**src/rtl/offtime_chopper_pkg.sv**
```systemverilog
// Shared types for the fixed off-time chopper.
package offtime_chopper_pkg;
    // Chopper control state: blanking after turn-on, armed for a trip, or chopped off
    typedef enum logic [1:0] {
        ST_BLANK = 2'd0,
        ST_ARMED = 2'd1,
        ST_OFF   = 2'd2
    } chop_state_t;
endpackage

```
**src/rtl/oc_sync.sv**
```systemverilog
// Multi-bit flop chain synchronizer for independent asynchronous flags.
// Assumes each bit is a level that stays stable longer than STAGES cycles;
// bits are not coherent with each other. Resets to all zeros.
module oc_sync #(
    parameter int WIDTH  = 1,
    parameter int STAGES = 2
) (
    input  logic             clk,
    input  logic             rst_n,
    input  logic [WIDTH-1:0] d,
    output logic [WIDTH-1:0] q
);
    logic [WIDTH-1:0] stg [STAGES];

    // Shift the asynchronous levels through the flop chain
    always_ff @(posedge clk) begin
        if (!rst_n) begin
            for (int i = 0; i < STAGES; i++) stg[i] <= '0;
        end else begin
            stg[0] <= d;
            for (int i = 1; i < STAGES; i++) stg[i] <= stg[i-1];
        end
    end

    assign q = stg[STAGES-1];
endmodule

```
**src/rtl/oc_interval_timer.sv**
```systemverilog
// Loadable down counter that times one interval of N cycles.
// A load of 0 is clamped to 1. The expired flag is high in the last cycle
// of the interval. Reset loads rst_val, so an interval starts at reset release.
module oc_interval_timer #(
    parameter int CNT_W = 8
) (
    input  logic             clk,
    input  logic             rst_n,
    input  logic             load,
    input  logic [CNT_W-1:0] load_val,
    input  logic [CNT_W-1:0] rst_val,
    output logic             expired
);
    localparam logic [CNT_W-1:0] ONE = CNT_W'(1);

    logic [CNT_W-1:0] cnt_q;

    function automatic logic [CNT_W-1:0] clamp1(input logic [CNT_W-1:0] v);
        return (v == '0) ? ONE : v;
    endfunction

    // Load a new interval or count the current one down to one
    always_ff @(posedge clk) begin
        if (!rst_n)          cnt_q <= clamp1(rst_val);
        else if (load)       cnt_q <= clamp1(load_val);
        else if (cnt_q > ONE) cnt_q <= cnt_q - ONE;
    end

    assign expired = (cnt_q == ONE);
endmodule

```
**src/rtl/offtime_chopper.sv**
```systemverilog
// Fixed off-time current chopper for the upper drivers of a three-phase stage.
// Chopping mode: a synchronized trip turns the upper driver off for a one-shot
// off-time that cannot be retriggered, and a blanking window follows each turn-on.
// Linear mode (linear reference smaller): no chopping, slow slew requested.
// Assumes off_cnt_i and blank_cnt_i are quasi-static configuration.
module offtime_chopper
    import offtime_chopper_pkg::*;
#(
    parameter int OFF_W       = 8,
    parameter int BLANK_W     = 8,
    parameter int SYNC_STAGES = 2
) (
    input  logic               clk,
    input  logic               rst_n,
    input  logic               trip_i,
    input  logic               lin_below_i,
    input  logic [OFF_W-1:0]   off_cnt_i,
    input  logic [BLANK_W-1:0] blank_cnt_i,
    output logic               upper_en_o,
    output logic               lin_mode_o,
    output logic               slew_fast_o
);
    localparam int CNT_W = (OFF_W > BLANK_W) ? OFF_W : BLANK_W;

    logic [1:0]       flags_s;
    logic             trip_s;
    logic             lin_s;
    logic [CNT_W-1:0] off_ext;
    logic [CNT_W-1:0] blank_ext;
    logic [CNT_W-1:0] tmr_val;
    logic             tmr_load;
    logic             tmr_done;
    chop_state_t      state_q;
    chop_state_t      state_d;

    assign off_ext   = CNT_W'(off_cnt_i);
    assign blank_ext = CNT_W'(blank_cnt_i);

    oc_sync #(
        .WIDTH  (2),
        .STAGES (SYNC_STAGES)
    ) u_sync (
        .clk   (clk),
        .rst_n (rst_n),
        .d     ({lin_below_i, trip_i}),
        .q     (flags_s)
    );

    assign trip_s = flags_s[0];
    assign lin_s  = flags_s[1];

    oc_interval_timer #(
        .CNT_W (CNT_W)
    ) u_timer (
        .clk      (clk),
        .rst_n    (rst_n),
        .load     (tmr_load),
        .load_val (tmr_val),
        .rst_val  (blank_ext),
        .expired  (tmr_done)
    );

    // Choose the next chopper state and which interval to start
    always_comb begin
        state_d  = state_q;
        tmr_load = 1'b0;
        tmr_val  = blank_ext;
        if (lin_s) begin
            state_d  = ST_BLANK;
            tmr_load = 1'b1;
        end else begin
            unique case (state_q)
                ST_BLANK: if (tmr_done) state_d = ST_ARMED;
                ST_ARMED: if (trip_s) begin
                    state_d  = ST_OFF;
                    tmr_load = 1'b1;
                    tmr_val  = off_ext;
                end
                ST_OFF: if (tmr_done) begin
                    state_d  = ST_BLANK;
                    tmr_load = 1'b1;
                end
                default: begin
                    state_d  = ST_BLANK;
                    tmr_load = 1'b1;
                end
            endcase
        end
    end

    // Hold the chopper state; reset starts in a blanking window
    always_ff @(posedge clk) begin
        if (!rst_n) state_q <= ST_BLANK;
        else        state_q <= state_d;
    end

    assign upper_en_o  = lin_s || (state_q != ST_OFF);
    assign lin_mode_o  = lin_s;
    assign slew_fast_o = !lin_s;
endmodule

```
**config.mk**
```make
export PLATFORM = sky130hd
export DESIGN_NAME = offtime_chopper
export DESIGN_NICKNAME = d
export VERILOG_FILES = /design/src/rtl/offtime_chopper_pkg.sv /design/src/rtl/oc_sync.sv /design/src/rtl/oc_interval_timer.sv /design/src/rtl/offtime_chopper.sv
export SDC_FILE = /design/constraint.sdc
export NUM_CORES = 1
export LEC_CHECK = 0
export CAP_MARGIN = 20
export CORE_UTILIZATION = 46
export DETAILED_ROUTE_END_ITERATION = 10
export GPL_TIMING_DRIVEN = 0
export HOLD_SLACK_MARGIN = 0.15
export PLACE_DENSITY_LB_ADDON = 0.12
export SLEW_MARGIN = 10
export SYNTH_ARGS = -nofsm -noshare
export SYNTH_HDL_FRONTEND = slang
export SYNTH_SLANG_ARGS = --single-unit
```
**constraint.sdc**
```tcl
create_clock -name clk -period 3.7 [get_ports clk]
set_input_delay 0.74 -clock clk [delete_from_list [all_inputs] [get_ports clk]]
set_output_delay 0.74 -clock clk [all_outputs]
set_load 0.05 [all_outputs]
```
==> results of run 1 <==
## cell usage in the layout (no fill, tap or decap), types with 2 or more instances in the layout
cell / count
nor3_1: 3
and2_1: 5
edfxtp_1: 8
o32ai_1: 7
nor4_1: 3
nand3_1: 3
dfxtp_1: 6
nand2_1: 3
inv_1: 5
clkbuf_4: 3
clkdlybuf4s50_1: 22
xor2_1: 3
nor2_1: 2
a21oi_1: 10
xnor2_1: 3
o21ai_0: 3
and3_1: 2
ha_1: 2
## stage by stage
stage	worst slack, ns	power, mW	cells
2_1_floorplan	1.43	0.235	83
3_3_place_gp	0.982	0.268	130
3_5_place_dp	0.956	0.270	130
4_1_cts	1.26	0.377	134
5_1_grt	1.11	0.396	134
6_report	1.24	0.374	134
## area by class of cell
type,instances,share of cell area [%]
Buffer,1,0.661
Clock buffer,4,3.19
Inverter,5,1.65
Multi-Input combinational cell,63,40.6
Sequential cell,14,31.7
Tap cell,25,2.75
Timing Repair Buffer,22,19.4
## flip-flops by register name (all words and copies together), names as in the netlist
register	flops
state_q	2
u_sync.stg	4
u_timer.cnt_q	8
## per-layer routing
layer / global-route usage, % / vias to the layer above
li1: - / 377
met4: 7.27 / 0
met1: 29.3 / 363
met5: 0 / -
met3: 3.60 / 2
met2: 31.6 / 21
## critical path, delay by kind of cell
family / cells / cell delay [ns]
buf+inv: 1 / 0.56
simple gates: 3 / 1.12
compound gates: 1 / 0.05
## power by group
part	total (mW)	leakage, nW	switching (mW)	internal, mW
clock	0.107	0.0210	0.0470	0.0597
combinational	0.0708	0.230	0.0314	0.0394
sequential	0.196	0.126	0.0161	0.180
## synth_stat cells, types with 2 or more instances
cell      instances  area share, %
a21oi_1          10            5.9
edfxtp_1          8             28
o32ai_1           7            7.2
dfxtp_1           6             14
and2_1            5            3.7
inv_1             5            2.2
nand2_1           3            1.3
nand3_1           3            1.8
nor3_1            3            1.8
nor4_1            3            2.2
o21ai_0           3            1.8
xnor2_1           3            3.1
xor2_1            3            3.1
and3_1            2            1.5
ha_1              2            2.9
nor2_1            2           0.89
## logic make-up (layout without fill, tap and decap cells)
family / count (synthesis) / count (layout) / synth area share [%]
adder cells (fa/ha/maj): 2 / 2 / 2.95
XOR/XNOR: 6 / 6 / 6.20
flip-flops: 14 / 14 / 42.5
buffers and inverters: 6 / 32 / 3.10
AO/OA/AOI/OAI: 25 / 25 / 21.8
AND/OR/NAND/NOR: 30 / 30 / 23.5
## worst paths after layout
check | start | cells past startpoint | endpoint | slack, ns
worst max register to register | u_timer.cnt_q[0] | 5 | u_timer.cnt_q[2] | 1.44
worst min register to register | u_sync.stg[0][0] | 1 | u_sync.stg[0][2] | 0.44
worst max-delay path | rst_n | 5 | u_timer.cnt_q[0] | 1.24
worst min-delay path | u_sync.stg[0][0] | 1 | u_sync.stg[0][2] | 0.44
==> metrics.md, run 1 <==
| Metric | Value |
|---|---|
| HP Class | `reg -> reg` |
| Critical path class | `in -> reg` |
| Post_cts resized | `0` |
| Final setup fails | `0` |
| Metal2 WL | `831 um` |
| CTS tree | `done` |
| Synthesized area per cell | `10.2 sq um` |
| CTS max path bufs | `2` |
| Layout area overhead | `33.9%` |
| Critical Path Max Stage Delay | `around 0.56 ns` |
| Clk sinks | `14` |
| Predominant post-synthesis flop cell | `edfxtp_1` |
| Antenna Nets Post-Route | `0` |
| Final Cell Area | `1140 sq um` |
| Fin crit share | `66.5%` |
| Initial Utilization | `49.1%` |
| Cell Rows | `15` |
| Mapped Area | `848 sq um` |
| Skew final | `between 0.006 and 0.007 ns` |
| CTS root buf | `clkbuf_4` |
| Fraction of registers with async set/reset | `0%` |
| Fill cells | `164` |
| Max Slew Vio Count | `0` |
| Maxcap violations | `0` |
| Post-CTS Setup Bufs | `0` |
| #FFs+latches synth | `14` |
| Die width | `44.9 um` |
| Ports | `23` |
| Max Clk Rate | `407 MHz` |
| Crit path DAT | `2.48 ns` |
| Initial antenna violation count | `0` |
| Vias in the first global route | `~700` |
| Routed wire length | `about 1.8 mm` |
| Die Y | `44.9 um` |
| Pre-Repair DR Iteration Count | `4` |
| Top Layer Used | `met4` |
| Metal3 WL | `around 75 um` |
| Sequential area share after synthesis | `42.5%` |
| Slowest CP cell | `clkdlybuf4s50_1` |
| Outcome | `finished clean` |
| Placeable Area | `1730 sq um` |
| Via count | `763` |
| Pin count of the biggest net entering global routing | `10` |
| Lkg Pwr | `0.377 nW` |
| Residual DRC | `0` |
| Via-per-instance ratio | `5.69` |
| Worst skew pair latency | `around 0.27 ns` |
| Distinct cell type count after synthesis | `31` |
| Layout cells sized above 1 | `10.1%` |
| Post-layout util | `between 60 and 70%` |
| Post-synth EDFFs | `8` |
| Post-DR wirelength/cell | `13.2 um` |
| Gp weighted congestion | `0.797` |
| Htree depth | `1` |
| Worst VDD drop | `0.200 mV` |
| Crit-path max FO | `9` |
| Multi-input logic area | `462 sq um` |
| Nets | `roughly 130` |
| DRT iter0 DRCs | `19` |
| Hold buffer count at cts | `0` |
| M1 wire length | `852 um` |
| Worst Setup Start Kind | `primary input` |
| Synth Warn # | `0` |
| Crit-path cells | `clkdlybuf4s50_1 > nor3b_2 > nand3_1 > nor3_1 > a221oi_2` |
| Hold slack | `between 0.4 and 0.5 ns` |
| PD cells | `329 nW/um^2` |
| Mapped Cells | `83` |
| Synthesized Nets | `105` |
| Total area of sequential cells | `roughly 360 sq um` |
| PortBufs | `22` |
| Gr usage total | `between 20% and 30%` |
| Total inserted antenna cells | `0` |
| First-pass GRT wire length | `approximately 3 mm` |
| Area after DPL | `roughly 1100 sq um` |
| RSZ-0062 raised after global routing | `false` |
| WP data required | `3.72 ns` |
| Slew headroom | `around 41%` |
| Setup_tns | `0 ns` |
| Dpl hpwl | `1.41 mm` |
| Grt total ovfl | `0` |
| Pin slew with the least headroom to its limit | `0.881 ns` |
| Die area | `2020 sq um` |
| Total CTS buffers | `3` |
| Crit path capture type | `flop` |
| Fin crit period | `2.46 ns` |
| CTS clk-pin slew, worst paths | `approximately 0.090 ns` |
| Final Hold Violating Endpoints | `0` |
(Power assumes the default switching activity.)
==> run 2, diff against run 1 <==
- CORE_UTILIZATION: 46 -> 42
- clock period: 3.7 -> 2.1 ns (I/O delays scaled with it)
==> metrics.md, run 2 (synthesis results as in run 1) <==
| Metric | Value |
|---|---|
| Outcome | `finished clean` |
| Pre-Repair DR Iteration Count | `4` |
| Most common cell after layout, fill and taps aside | `clkdlybuf4s50_1` |
| PortBufs | `22` |
| Reg power frac | `between 50% and 60%` |
| Via-per-instance ratio | `5.66` |
| Crit path capture type | `flop` |
| Ports | `23` |
| Grt total ovfl | `0` |
| Max Clk Rate | `501 MHz` |
| Skew final | `approximately 0.0015 ns` |
| Combinational Power Share | `20.7%` |
| Crit path DAT | `around 2 ns` |
| HP Class | `reg -> reg` |
| Internal | `0.465 mW` |
| Pin count of the biggest net entering global routing | `10` |
| Final Cell Area | `1170 sq um` |
| Post-DR wirelength/cell | `14.3 um` |
| Switching Fraction | `27.6%` |
| Antenna Nets Post-Route | `0` |
| Final setup fails | `0` |
| Fin crit period | `approximately 2.0 ns` |
| Pin slew with the least headroom to its limit | `0.567 ns` |
| Maxcap violations | `0` |
| Worst Setup Start Kind | `flop` |
| CTS max path bufs | `2` |
| Layout area overhead | `37.9%` |
| Total inserted antenna cells | `0` |
| Hold_sp | `u_sync.stg[0][1]` |
| Largest register FFs | `8` |
| CTS clk-pin slew, worst paths | `approximately 0.080 ns` |
| Most frequent cells in the layout | `clkdlybuf4s50_1 (21), a21oi_1 (10), edfxtp_1 (8), dfxtp_1 (6)` |
| Gr usage total | `20.4%` |
| Nets | `133` |
| Initial antenna violation count | `0` |
| RSZ-0062 raised after global routing | `false` |
| Total CTS buffers | `3` |
| Layout cells sized above 1 | `14.5%` |
| Slew headroom | `62.2%` |
| Area after DPL | `1100 sq um` |
| Net load switching power | `0.177 mW` |
| Gp weighted congestion | `~0.80` |
| Dpl hpwl | `1.52 mm` |
| Residual DRC | `0` |
| Die width | `about 47 um` |
| Crit-path max FO | `7` |
| Biggest register | `u_timer.cnt_q` |
| Final Non-Filler Cells | `135` |
| DRT iter0 DRCs | `16` |
| Fin crit share | `95.1%` |
| Worst VDD drop | `0.263 mV` |
| Reg-to-Reg Start | `u_timer.cnt_q[1]` |
| Routed wire length | `between 1.5 and 2 mm` |
| Worst skew pair latency | `0.28 ns` |
| CTS tree | `done` |
| Worst R2R Path Depth | `6` |
| Worst reg2reg path endpoint | `u_timer.cnt_q[5]` |
| Die Y | `46.9 um` |
| Biggest regs | `u_timer.cnt_q (8), u_sync.stg (4), state_q (2)` |
| Placeable Area | `1800 sq um` |
| Final Hold Violating Endpoints | `0` |
| Inst Count DP | `130` |
| Post-layout util | `64.9%` |
| Lkg Pwr | `0.380 nW` |
| CTS root buf | `clkbuf_4` |
| First-pass GRT wire length | `3.09 mm` |
| Via count | `roughly 760` |
| Initial Utilization | `47.1%` |
| Die area | `2200 sq um` |
| Vias in the first global route | `around 710` |
| Cell Rows | `15` |
| Htree depth | `1` |
| Critical path class | `reg -> reg` |
| Max Slew Vio Count | `0` |
| PD cells | `549 nW/um^2` |
| Clk sinks | `14` |
| Power share of the clock group | `25.2%` |
| R2R setup slack | `between 0.1 and 0.15 ns` |
| Min-Delay Path Depth | `1` |
| CP startpoint | `u_timer.cnt_q[1]` |
| Endpoint, Worst Hold | `u_sync.stg[0][3]` |
| WP data required | `2.13 ns` |
-- run 2: cell count changes in the layout (fill, tap and decap cells not counted), sizes merged --
| cell | delta |
|---|---|
| buf | +1 |
| clkdlybuf4s50 | -1 |
| dlygate4sd2 | +1 |
-- run 2: worst max-delay path by stage --
stage / cells after the start / end / slack (ns)
floorplan: 2 / upper_en_o / 0.15
global placement: 5 / u_timer.cnt_q[0] / -0.31
detailed placement: 5 / u_timer.cnt_q[0] / -0.30
CTS: 3 / u_timer.cnt_q[1] / 0.03
global route: 6 / u_timer.cnt_q[2] / 0.01
finish: 6 / u_timer.cnt_q[5] / 0.10
-- run 2: cell type report --
cell class	instances	area [sq um]
Fill cell	162	632
Multi-Input combinational cell	63	499
Sequential cell	14	360
Timing Repair Buffer	23	226
Tap cell	25	31.3
Clock buffer	4	26.3
Inverter	5	18.8
Buffer	1	7.51
-- run 2: worst max-delay path, stage by stage, from the launching register on --
cell and delay, ns:
edfxtp_1 0.42, inv_1 0.10, ha_1 0.25, nor3b_2 0.30, a211oi_2 0.20, o32ai_1 0.39, a21oi_1 0.07
-- run 2: metal layers --
metal  vias up  global-route usage, %  part of all wire [%]
met5         -                      0                     0
met4         0                   10.3                   1.3
met3         4                   3.46                   3.7
met2        20                   32.5                    51
met1       359                   26.7                    44
li1        381                      -                     -
-- run 2: metrics by stage --
stage / TNS, ns / total power [mW] / setup slack (ns) / hold slack, ns
floorplan: 0 / 0.414 / 0.150 / 0.412
global placement: -2.23 / 0.472 / -0.311 / 0.414
detailed placement: -2.16 / 0.476 / -0.297 / 0.425
CTS: 0 / 0.634 / 0.0326 / 0.444
global route: 0 / 0.673 / 0.0125 / 0.460
finish: 0 / 0.642 / 0.104 / 0.448
-- run 2: power by group through the flow --
stage | Sequential (mW) | Combinational, mW | Clock [mW]
finish | 0.348 | 0.133 | 0.162
global route | 0.351 | 0.144 | 0.178
CTS | 0.347 | 0.126 | 0.160
detailed placement | 0.353 | 0.124 | 0
global placement | 0.351 | 0.121 | 0
floorplan | 0.349 | 0.0650 | 0
-- run 2: timing repair --
item	CTS	global route
buffers inserted	0	1
setup endpoints to repair	9	12
hold buffers	0	0
cloned	0	0
pin swaps	0	0
gates resized for setup	4	3
